<file path="src/rtl/agu_pkg.sv">
package agu_pkg;

    typedef enum logic [2:0] {
        OP_PLAIN   = 3'd0,
        OP_POSTINC = 3'd1,
        OP_PREDEC  = 3'd2,
        OP_DISP    = 3'd3,
        OP_TABLE   = 3'd4
    } agu_op_e;

    typedef enum logic [1:0] {
        PSEL_X    = 2'd0,
        PSEL_Y    = 2'd1,
        PSEL_Z    = 2'd2,
        PSEL_NONE = 2'd3
    } ptr_sel_e;

    typedef enum logic [2:0] {
        RGN_NONE = 3'd0,
        RGN_RF   = 3'd1,
        RGN_IO   = 3'd2,
        RGN_SRAM = 3'd3,
        RGN_PROG = 3'd4,
        RGN_OOR  = 3'd5
    } region_e;

    // Window bases in data space
    localparam logic [15:0] IO_BASE   = 16'h0020;
    localparam logic [15:0] SRAM_BASE = 16'h0060;
    localparam int          ADDR_W    = 16;

    // Low register index of each pointer pair
    function automatic logic [4:0] pair_low_reg(ptr_sel_e s);
        case (s)
            PSEL_X:  return 5'd26;
            PSEL_Y:  return 5'd28;
            PSEL_Z:  return 5'd30;
            default: return 5'd0;
        endcase
    endfunction

    // Which pointer/operation pairs are allowed
    function automatic logic op_allowed(agu_op_e o, ptr_sel_e s);
        if (s == PSEL_NONE) return 1'b0;
        case (o)
            OP_PLAIN, OP_POSTINC, OP_PREDEC: return 1'b1;
            OP_DISP:  return (s != PSEL_X);
            OP_TABLE: return (s == PSEL_Z);
            default:  return 1'b0;
        endcase
    endfunction

endpackage

</file>
<file path="src/rtl/agu_arith.sv">
module agu_arith
    import agu_pkg::*;
#(
    parameter int DISP_W = 6
) (
    input  agu_op_e            op,
    input  logic [ADDR_W-1:0]  ptr,
    input  logic [DISP_W-1:0]  disp,
    output logic [ADDR_W-1:0]  ea,
    output logic [ADDR_W-1:0]  nxt,
    output logic               modifies
);
    logic [ADDR_W-1:0] addend;
    logic [ADDR_W-1:0] sum;

    // One shared 16-bit adder; the operand picks the mode
    always_comb begin
        case (op)
            OP_POSTINC: addend = 16'h0001;
            OP_PREDEC:  addend = 16'hFFFF;
            OP_DISP:    addend = {{(ADDR_W-DISP_W){1'b0}}, disp};
            default:    addend = '0;
        endcase
    end

    assign sum = ptr + addend;

    always_comb begin
        case (op)
            OP_PREDEC, OP_DISP: ea = sum;
            default:            ea = ptr;
        endcase
        nxt      = sum;
        modifies = (op == OP_POSTINC) || (op == OP_PREDEC);
    end

endmodule

</file>
<file path="src/rtl/agu_region.sv">
module agu_region
    import agu_pkg::*;
#(
    parameter int SRAM_BYTES = 512,
    parameter int LOC_W      = 9
) (
    input  logic [ADDR_W-1:0] addr,
    input  logic              legal,
    input  logic              is_table,
    output region_e           rgn,
    output logic [LOC_W-1:0]  loc
);
    localparam int SRAM_END = int'(SRAM_BASE) + SRAM_BYTES;

    always_comb begin
        rgn = RGN_NONE;
        loc = '0;
        if (!legal) begin
            rgn = RGN_NONE;
        end else if (is_table) begin
            rgn = RGN_PROG;
        end else if (addr < IO_BASE) begin
            rgn = RGN_RF;
            loc = LOC_W'(addr);
        end else if (addr < SRAM_BASE) begin
            rgn = RGN_IO;
            loc = LOC_W'(addr - IO_BASE);
        end else if (int'(addr) < SRAM_END) begin
            rgn = RGN_SRAM;
            loc = LOC_W'(addr - SRAM_BASE);
        end else begin
            rgn = RGN_OOR;
        end
    end

endmodule

</file>
<file path="src/rtl/ptr_agu.sv">
module ptr_agu
    import agu_pkg::*;
#(
    parameter int  SRAM_BYTES = 512,
    parameter int  DISP_W     = 6,
    localparam int LOC_W      = ($clog2(SRAM_BYTES) > 6) ? $clog2(SRAM_BYTES) : 6
) (
    input  logic              clk,
    input  logic              rst,
    input  logic              req,
    input  logic [1:0]        ptr_sel,
    input  logic [2:0]        op,
    input  logic [DISP_W-1:0] disp,
    input  logic [7:0]        ptr_lo,
    input  logic [7:0]        ptr_hi,
    output logic              vld,
    output logic [15:0]       ea,
    output logic              wb_en,
    output logic [4:0]        wb_reg,
    output logic [15:0]       wb_val,
    output logic              hit_rf,
    output logic              hit_io,
    output logic              hit_sram,
    output logic              hit_prog,
    output logic              oor,
    output logic              illegal,
    output logic [LOC_W-1:0]  loc
);
    agu_op_e           op_e;
    ptr_sel_e          sel_e;
    logic              legal;
    logic [ADDR_W-1:0] ptr;
    logic [ADDR_W-1:0] ea_c, nxt_c;
    logic              mod_c;
    region_e           rgn_c;
    logic [LOC_W-1:0]  loc_c;

    assign op_e  = agu_op_e'(op);
    assign sel_e = ptr_sel_e'(ptr_sel);
    assign legal = op_allowed(op_e, sel_e);
    assign ptr   = {ptr_hi, ptr_lo};

    agu_arith #(.DISP_W(DISP_W)) u_arith (
        .op       (op_e),
        .ptr      (ptr),
        .disp     (disp),
        .ea       (ea_c),
        .nxt      (nxt_c),
        .modifies (mod_c)
    );

    agu_region #(.SRAM_BYTES(SRAM_BYTES), .LOC_W(LOC_W)) u_region (
        .addr     (ea_c),
        .legal    (legal),
        .is_table (op_e == OP_TABLE),
        .rgn      (rgn_c),
        .loc      (loc_c)
    );

    // Result stage
    logic              vld_q, wb_en_q, ill_q;
    logic [ADDR_W-1:0] ea_q, wb_val_q;
    logic [4:0]        wb_reg_q;
    region_e           rgn_q;
    logic [LOC_W-1:0]  loc_q;
    agu_op_e           op_q;

    always_ff @(posedge clk) begin
        if (rst) begin
            vld_q    <= 1'b0;
            wb_en_q  <= 1'b0;
            ill_q    <= 1'b0;
            ea_q     <= '0;
            wb_val_q <= '0;
            wb_reg_q <= '0;
            rgn_q    <= RGN_NONE;
            loc_q    <= '0;
            op_q     <= OP_PLAIN;
        end else begin
            vld_q    <= req;
            wb_en_q  <= req && legal && mod_c;
            ill_q    <= req && !legal;
            ea_q     <= ea_c;
            wb_val_q <= nxt_c;
            wb_reg_q <= pair_low_reg(sel_e);
            rgn_q    <= req ? rgn_c : RGN_NONE;
            loc_q    <= loc_c;
            op_q     <= op_e;
        end
    end

    assign vld      = vld_q;
    assign ea       = ea_q;
    assign wb_en    = wb_en_q;
    assign wb_reg   = wb_reg_q;
    assign wb_val   = wb_val_q;
    assign hit_rf   = (rgn_q == RGN_RF);
    assign hit_io   = (rgn_q == RGN_IO);
    assign hit_sram = (rgn_q == RGN_SRAM);
    assign hit_prog = (rgn_q == RGN_PROG);
    assign oor      = (rgn_q == RGN_OOR);
    assign illegal  = ill_q;
    assign loc      = loc_q;

    // Checks on the result stage
    a_r13_idle_quiet: assert property (@(posedge clk) disable iff (rst)
        !vld |-> !(wb_en || hit_rf || hit_io || hit_sram || hit_prog || oor || illegal));

    a_r11_one_outcome: assert property (@(posedge clk) disable iff (rst)
        vld |-> $countones({hit_rf, hit_io, hit_sram, hit_prog, oor, illegal}) == 1);

    a_r2_one_cycle: assert property (@(posedge clk) disable iff (rst)
        vld |-> $past(req));

    a_r3_postinc_next: assert property (@(posedge clk) disable iff (rst)
        (vld && !illegal && op_q == OP_POSTINC) |-> (wb_en && wb_val == ea + 16'd1));

    a_r4_predec_same: assert property (@(posedge clk) disable iff (rst)
        (vld && !illegal && op_q == OP_PREDEC) |-> (wb_en && wb_val == ea));

    a_r5_disp_keeps: assert property (@(posedge clk) disable iff (rst)
        (vld && op_q == OP_DISP) |-> !wb_en);

    a_r6_illegal_inert: assert property (@(posedge clk) disable iff (rst)
        illegal |-> !wb_en);

endmodule

</file>
<file path="config.mk">
export PLATFORM = sky130hd
export DESIGN_NAME = ptr_agu
export DESIGN_NICKNAME = d
export VERILOG_FILES = /design/src/rtl/agu_pkg.sv /design/src/rtl/agu_arith.sv /design/src/rtl/agu_region.sv /design/src/rtl/ptr_agu.sv
export SDC_FILE = /design/constraint.sdc
export NUM_CORES = 1
export LEC_CHECK = 0
export CAP_MARGIN = 5
export CORE_MARGIN = 8
export CORE_UTILIZATION = 48
export DETAILED_ROUTE_END_ITERATION = 8
export PLACE_DENSITY = 0.84
export SLEW_MARGIN = 20
export SYNTH_ARGS = -nofsm -noshare
export SYNTH_HDL_FRONTEND = slang
export SYNTH_SLANG_ARGS = --single-unit
</file>
<file path="constraint.sdc">
create_clock -name clk -period 4.8 [get_ports clk]
set_clock_uncertainty 0.2 [all_clocks]
set_input_delay 0.72 -clock clk [delete_from_list [all_inputs] [get_ports clk]]
set_output_delay 0.72 -clock clk [all_outputs]
set_load 0.02 [all_outputs]
</file>
==> results.py, run 1 <==
metrics = {
    "cts": {
        "tritoncts_clock_tree": "done",
        "clock_tree.htree_level_count": 2,
        "cts.root.buffer_cell": "sky130_fd_sc_hd__clkbuf_8",
        "clock_tree.buffer_depth": 2,
        "postCtsHoldBufs": 0,
        "cts_sinks": 50,
        "cts_resized": 0,
        "tritoncts.num_buffers": 5,
        "buffer_count_from_post_cts_setup_fixing": 0,
        "worst_setup_hold_path_clk_slew_ns": 0.08,
    },
    "critical_path": {
        "timing.critical_path.from_type": "primary input",
        "critPathMaxFanout": 8,
        "cp.arrival_ns": 4.34,
        "worstPathRequired_ns": 4.79,
        "cp-end-kind": "flip-flop",
        "timing_worst_setup_path_type": "in2reg",
    },
    "synth": {
        "number_of_synthesized_register_bits": 50,
        "postSynthAreaPerCell_um2": 8.623,
        "post_synth_num_cell_types": 68,
        "synth_enable_flop_cells": 0,
        "yosysWarnings": 0,
        "postSynthNetCount": 394,
        "most_used_dff_post_synth": "sky130_fd_sc_hd__dfxtp_1",
        "netlist_area_um2": 2949,
        "async_reset_ff_frac": 0,
        "yosysSeqAreaShare": 0.3394,
        "synthesis.instances": 342,
    },
    "floorplan": {
        "initial_utilization": 0.4981,
        "chipWidth_um": 94.39,
        "fp.dieArea_um2": 8909,
        "die_h_um": 94.39,
        "ios": 84,
        "core_region_area_um2": 5921,
        "floorplan.rows": 28,
    },
    "detailed_routing": {
        "detailedRoute.firstPassIterationCount": 4,
        "drc_errors": 0,
        "ant_nets": 0,
        "route.detailed.vias_per_inst": 5.490,
        "post_drt_wl_per_cell_um": 15.93,
        "route.vias.total": 2701,
        "detail_route.iter0.violations": 123,
        "wirelength_um": 7840,
    },
    "sta": {
        "setup_violations": 0,
        "slew-limit-headroom": 0.6400,
        "timing_hold_violations_final": 0,
        "finalCritPeriodShare": 0.9068,
        "fin_tns_setup_ns": 0,
        "timing.final.max_slew_violations": 0,
        "fmaxAchievable_mhz": 229.7,
        "final_period_minus_worst_setup_slack_ns": 4.353,
        "timing_worst_slew_pin_value_ns": 0.5263,
        "grt_setup_unrepaired": "no",
    },
    "finish": {
        "num-fill-cells": 478,
        "syn2layout_area_growth_pct": 32.24,
        "multi_input_area_um2": 1792,
        "number_of_nets_in_the_finished_design": 468,
        "layout.area.seq_um2": 1001,
        "post_route_cells_drive_above_1_share": 0.08633,
        "num_antenna_cells": 0,
    },
    "global_route": {
        "first_global_vias": 2587,
        "global_route_wire_length_before_repair_um": 12600,
        "grt_remaining_overflow": 0,
        "gr-max-usage-layer": "met2",
        "global_route.usage.met1": 0.2195,
        "met2_usage_grt": 0.2972,
        "globalRouteMet3Util": 0.02063,
        "grt_max_degree": 38,
        "global_route.usage.total": 0.1748,
        "number_of_antenna_violations_at_the_first_check_in_global_routing": 0,
    },
    "worst_hold_path": {
        "timing.hold.worst.class": "in2reg",
        "whs_path_depth": 3,
    },
    "power_and_ir_drop": {
        "fin_total_pwr_mw": 1.067,
        "cellPowerDensity_nw_per_um2": 273.5,
        "power.leakage_nw": 1.599,
        "vdd_drop_max_mv": 0.1617,
    },
    "placement": {
        "finalWeightedCongestion": 0.9220,
        "numPortBuffers": 82,
        "post-dp-hpwl_um": 6351,
    },
    "outcome": {
        "run_status": "finished, final reports clean",
    },
    "run": {
        "timing.max_cap.violations": 0,
    },
}
area by class of cell:
type | count | share of cell area
multi-input combinational | 260 | 0.4594
sequential | 50 | 0.2567
timing repair buffer | 87 | 0.2201
tap | 75 | 0.02406
clock buffer | 6 | 0.01861
inverter | 12 | 0.01155
clock inverter | 2 | 0.009625
report_power, final:
group          switching (mW)  total, mW  internal, mW
registers             0.00737      0.450         0.443
clock network           0.132      0.288         0.155
logic                   0.184      0.329         0.145
cell usage after synthesis, types with 5 or more instances:
cell type	count	area share
sky130_fd_sc_hd__clkbuf_1	8	0.010
sky130_fd_sc_hd__o21a_1	7	0.018
sky130_fd_sc_hd__ha_1	21	0.089
sky130_fd_sc_hd__nand3_1	5	0.0085
sky130_fd_sc_hd__inv_1	10	0.013
sky130_fd_sc_hd__xnor2_1	9	0.027
sky130_fd_sc_hd__dfxtp_1	50	0.34
sky130_fd_sc_hd__o21ai_0	7	0.012
sky130_fd_sc_hd__a21oi_1	25	0.042
sky130_fd_sc_hd__a21o_1	6	0.015
sky130_fd_sc_hd__o211ai_1	5	0.013
sky130_fd_sc_hd__nor2b_1	8	0.017
sky130_fd_sc_hd__and2_1	5	0.011
sky130_fd_sc_hd__nand2_1	17	0.022
sky130_fd_sc_hd__or3_1	5	0.011
sky130_fd_sc_hd__nand2b_1	6	0.013
sky130_fd_sc_hd__and3_1	6	0.013
sky130_fd_sc_hd__xor2_1	5	0.015
sky130_fd_sc_hd__nor2_1	51	0.065
sky130_fd_sc_hd__nor3_1	11	0.019
sky130_fd_sc_hd__buf_2	5	0.0085
final timing paths:
| path | start | endpoint | slack (ns) |
|---|---|---|---|
| setup / recovery | op[0] | loc[7]$_SDFF_PP0_ | 0.45 |
| hold / removal | req | rgn_q[0]$_SDFF_PP0_ | 0.83 |
metrics by stage:
| step | std cells | util | hold WS, ns | setup slack (ns) | cell area [um^2] |
|---|---|---|---|---|---|
| final | 492 | 0.6587 | 0.8297 | 0.4472 | 3900 |
| after global routing | 492 | 0.6587 | 0.8527 | 0.08311 | 3900 |
| after CTS | 492 | 0.6587 | 0.8229 | 0.4543 | 3900 |
| after detailed placement | 484 | 0.6401 | 1.139 | 0.1817 | 3790 |
| after global placement | 484 | 0.6401 | 1.118 | 0.4179 | 3790 |
| after floorplan | 342 | - | 0.6361 | 0.6661 | 2949 |
cells by family after synthesis:
logic type / after synthesis / share of synthesized area
XOR/XNOR: 14 / 0.04158
AO/OA/AOI/OAI: 86 / 0.2291
AND/OR/NAND/NOR: 135 / 0.2329
buffers and inverters: 32 / 0.05303
adder cells (fa/ha/maj): 22 / 0.09588
flip-flops: 50 / 0.3394
other: 1 / 0.001272
multiplexers: 2 / 0.006789
routing by layer:
layer | vias up | part of all wire
li1 | 1350 | -
met1 | 1258 | 0.43
met2 | 82 | 0.49
met3 | 11 | 0.063
met4 | 0 | 0.020
met5 | - | 0
cell usage in the layout (no fill, tap or decap), drive strengths merged, types with 6 or more instances in the layout:
cell	synthesis	final
nor2b	8	8
and3	7	7
o211ai	6	6
clkdlybuf4s50	0	82
o21a	9	9
o21ai	9	9
nand2b	6	6
a21o	6	6
xnor2	9	9
nand2	17	17
nor3	12	12
dfxtp	50	50
clkbuf	8	6
inv	12	12
nor2	51	51
a21oi	27	27
ha	21	21
critical path, stage by stage:
cell	delay (ns)
sky130_fd_sc_hd__clkdlybuf4s50_1	0.64
sky130_fd_sc_hd__nor2_1	0.11
sky130_fd_sc_hd__nor3_1	0.23
sky130_fd_sc_hd__ha_1	0.28
sky130_fd_sc_hd__inv_1	0.07
sky130_fd_sc_hd__fa_1	0.39
sky130_fd_sc_hd__nand2b_1	0.20
sky130_fd_sc_hd__a21oi_2	0.25
sky130_fd_sc_hd__o21a_1	0.16
sky130_fd_sc_hd__or2_1	0.12
sky130_fd_sc_hd__o21a_2	0.17
sky130_fd_sc_hd__inv_2	0.09
sky130_fd_sc_hd__a221oi_4	0.41
sky130_fd_sc_hd__xor2_1	0.19
sky130_fd_sc_hd__a21oi_1	0.08
sky130_fd_sc_hd__nor4_1	0.23
Power figures use the tool's default switching activity.
==> inputs of run 2 (changes only) <==
SLEW_MARGIN = 30   (was 20)
==> results of run 2 <==
No change in the layout: final DEF, timing and power equal those of run 1.
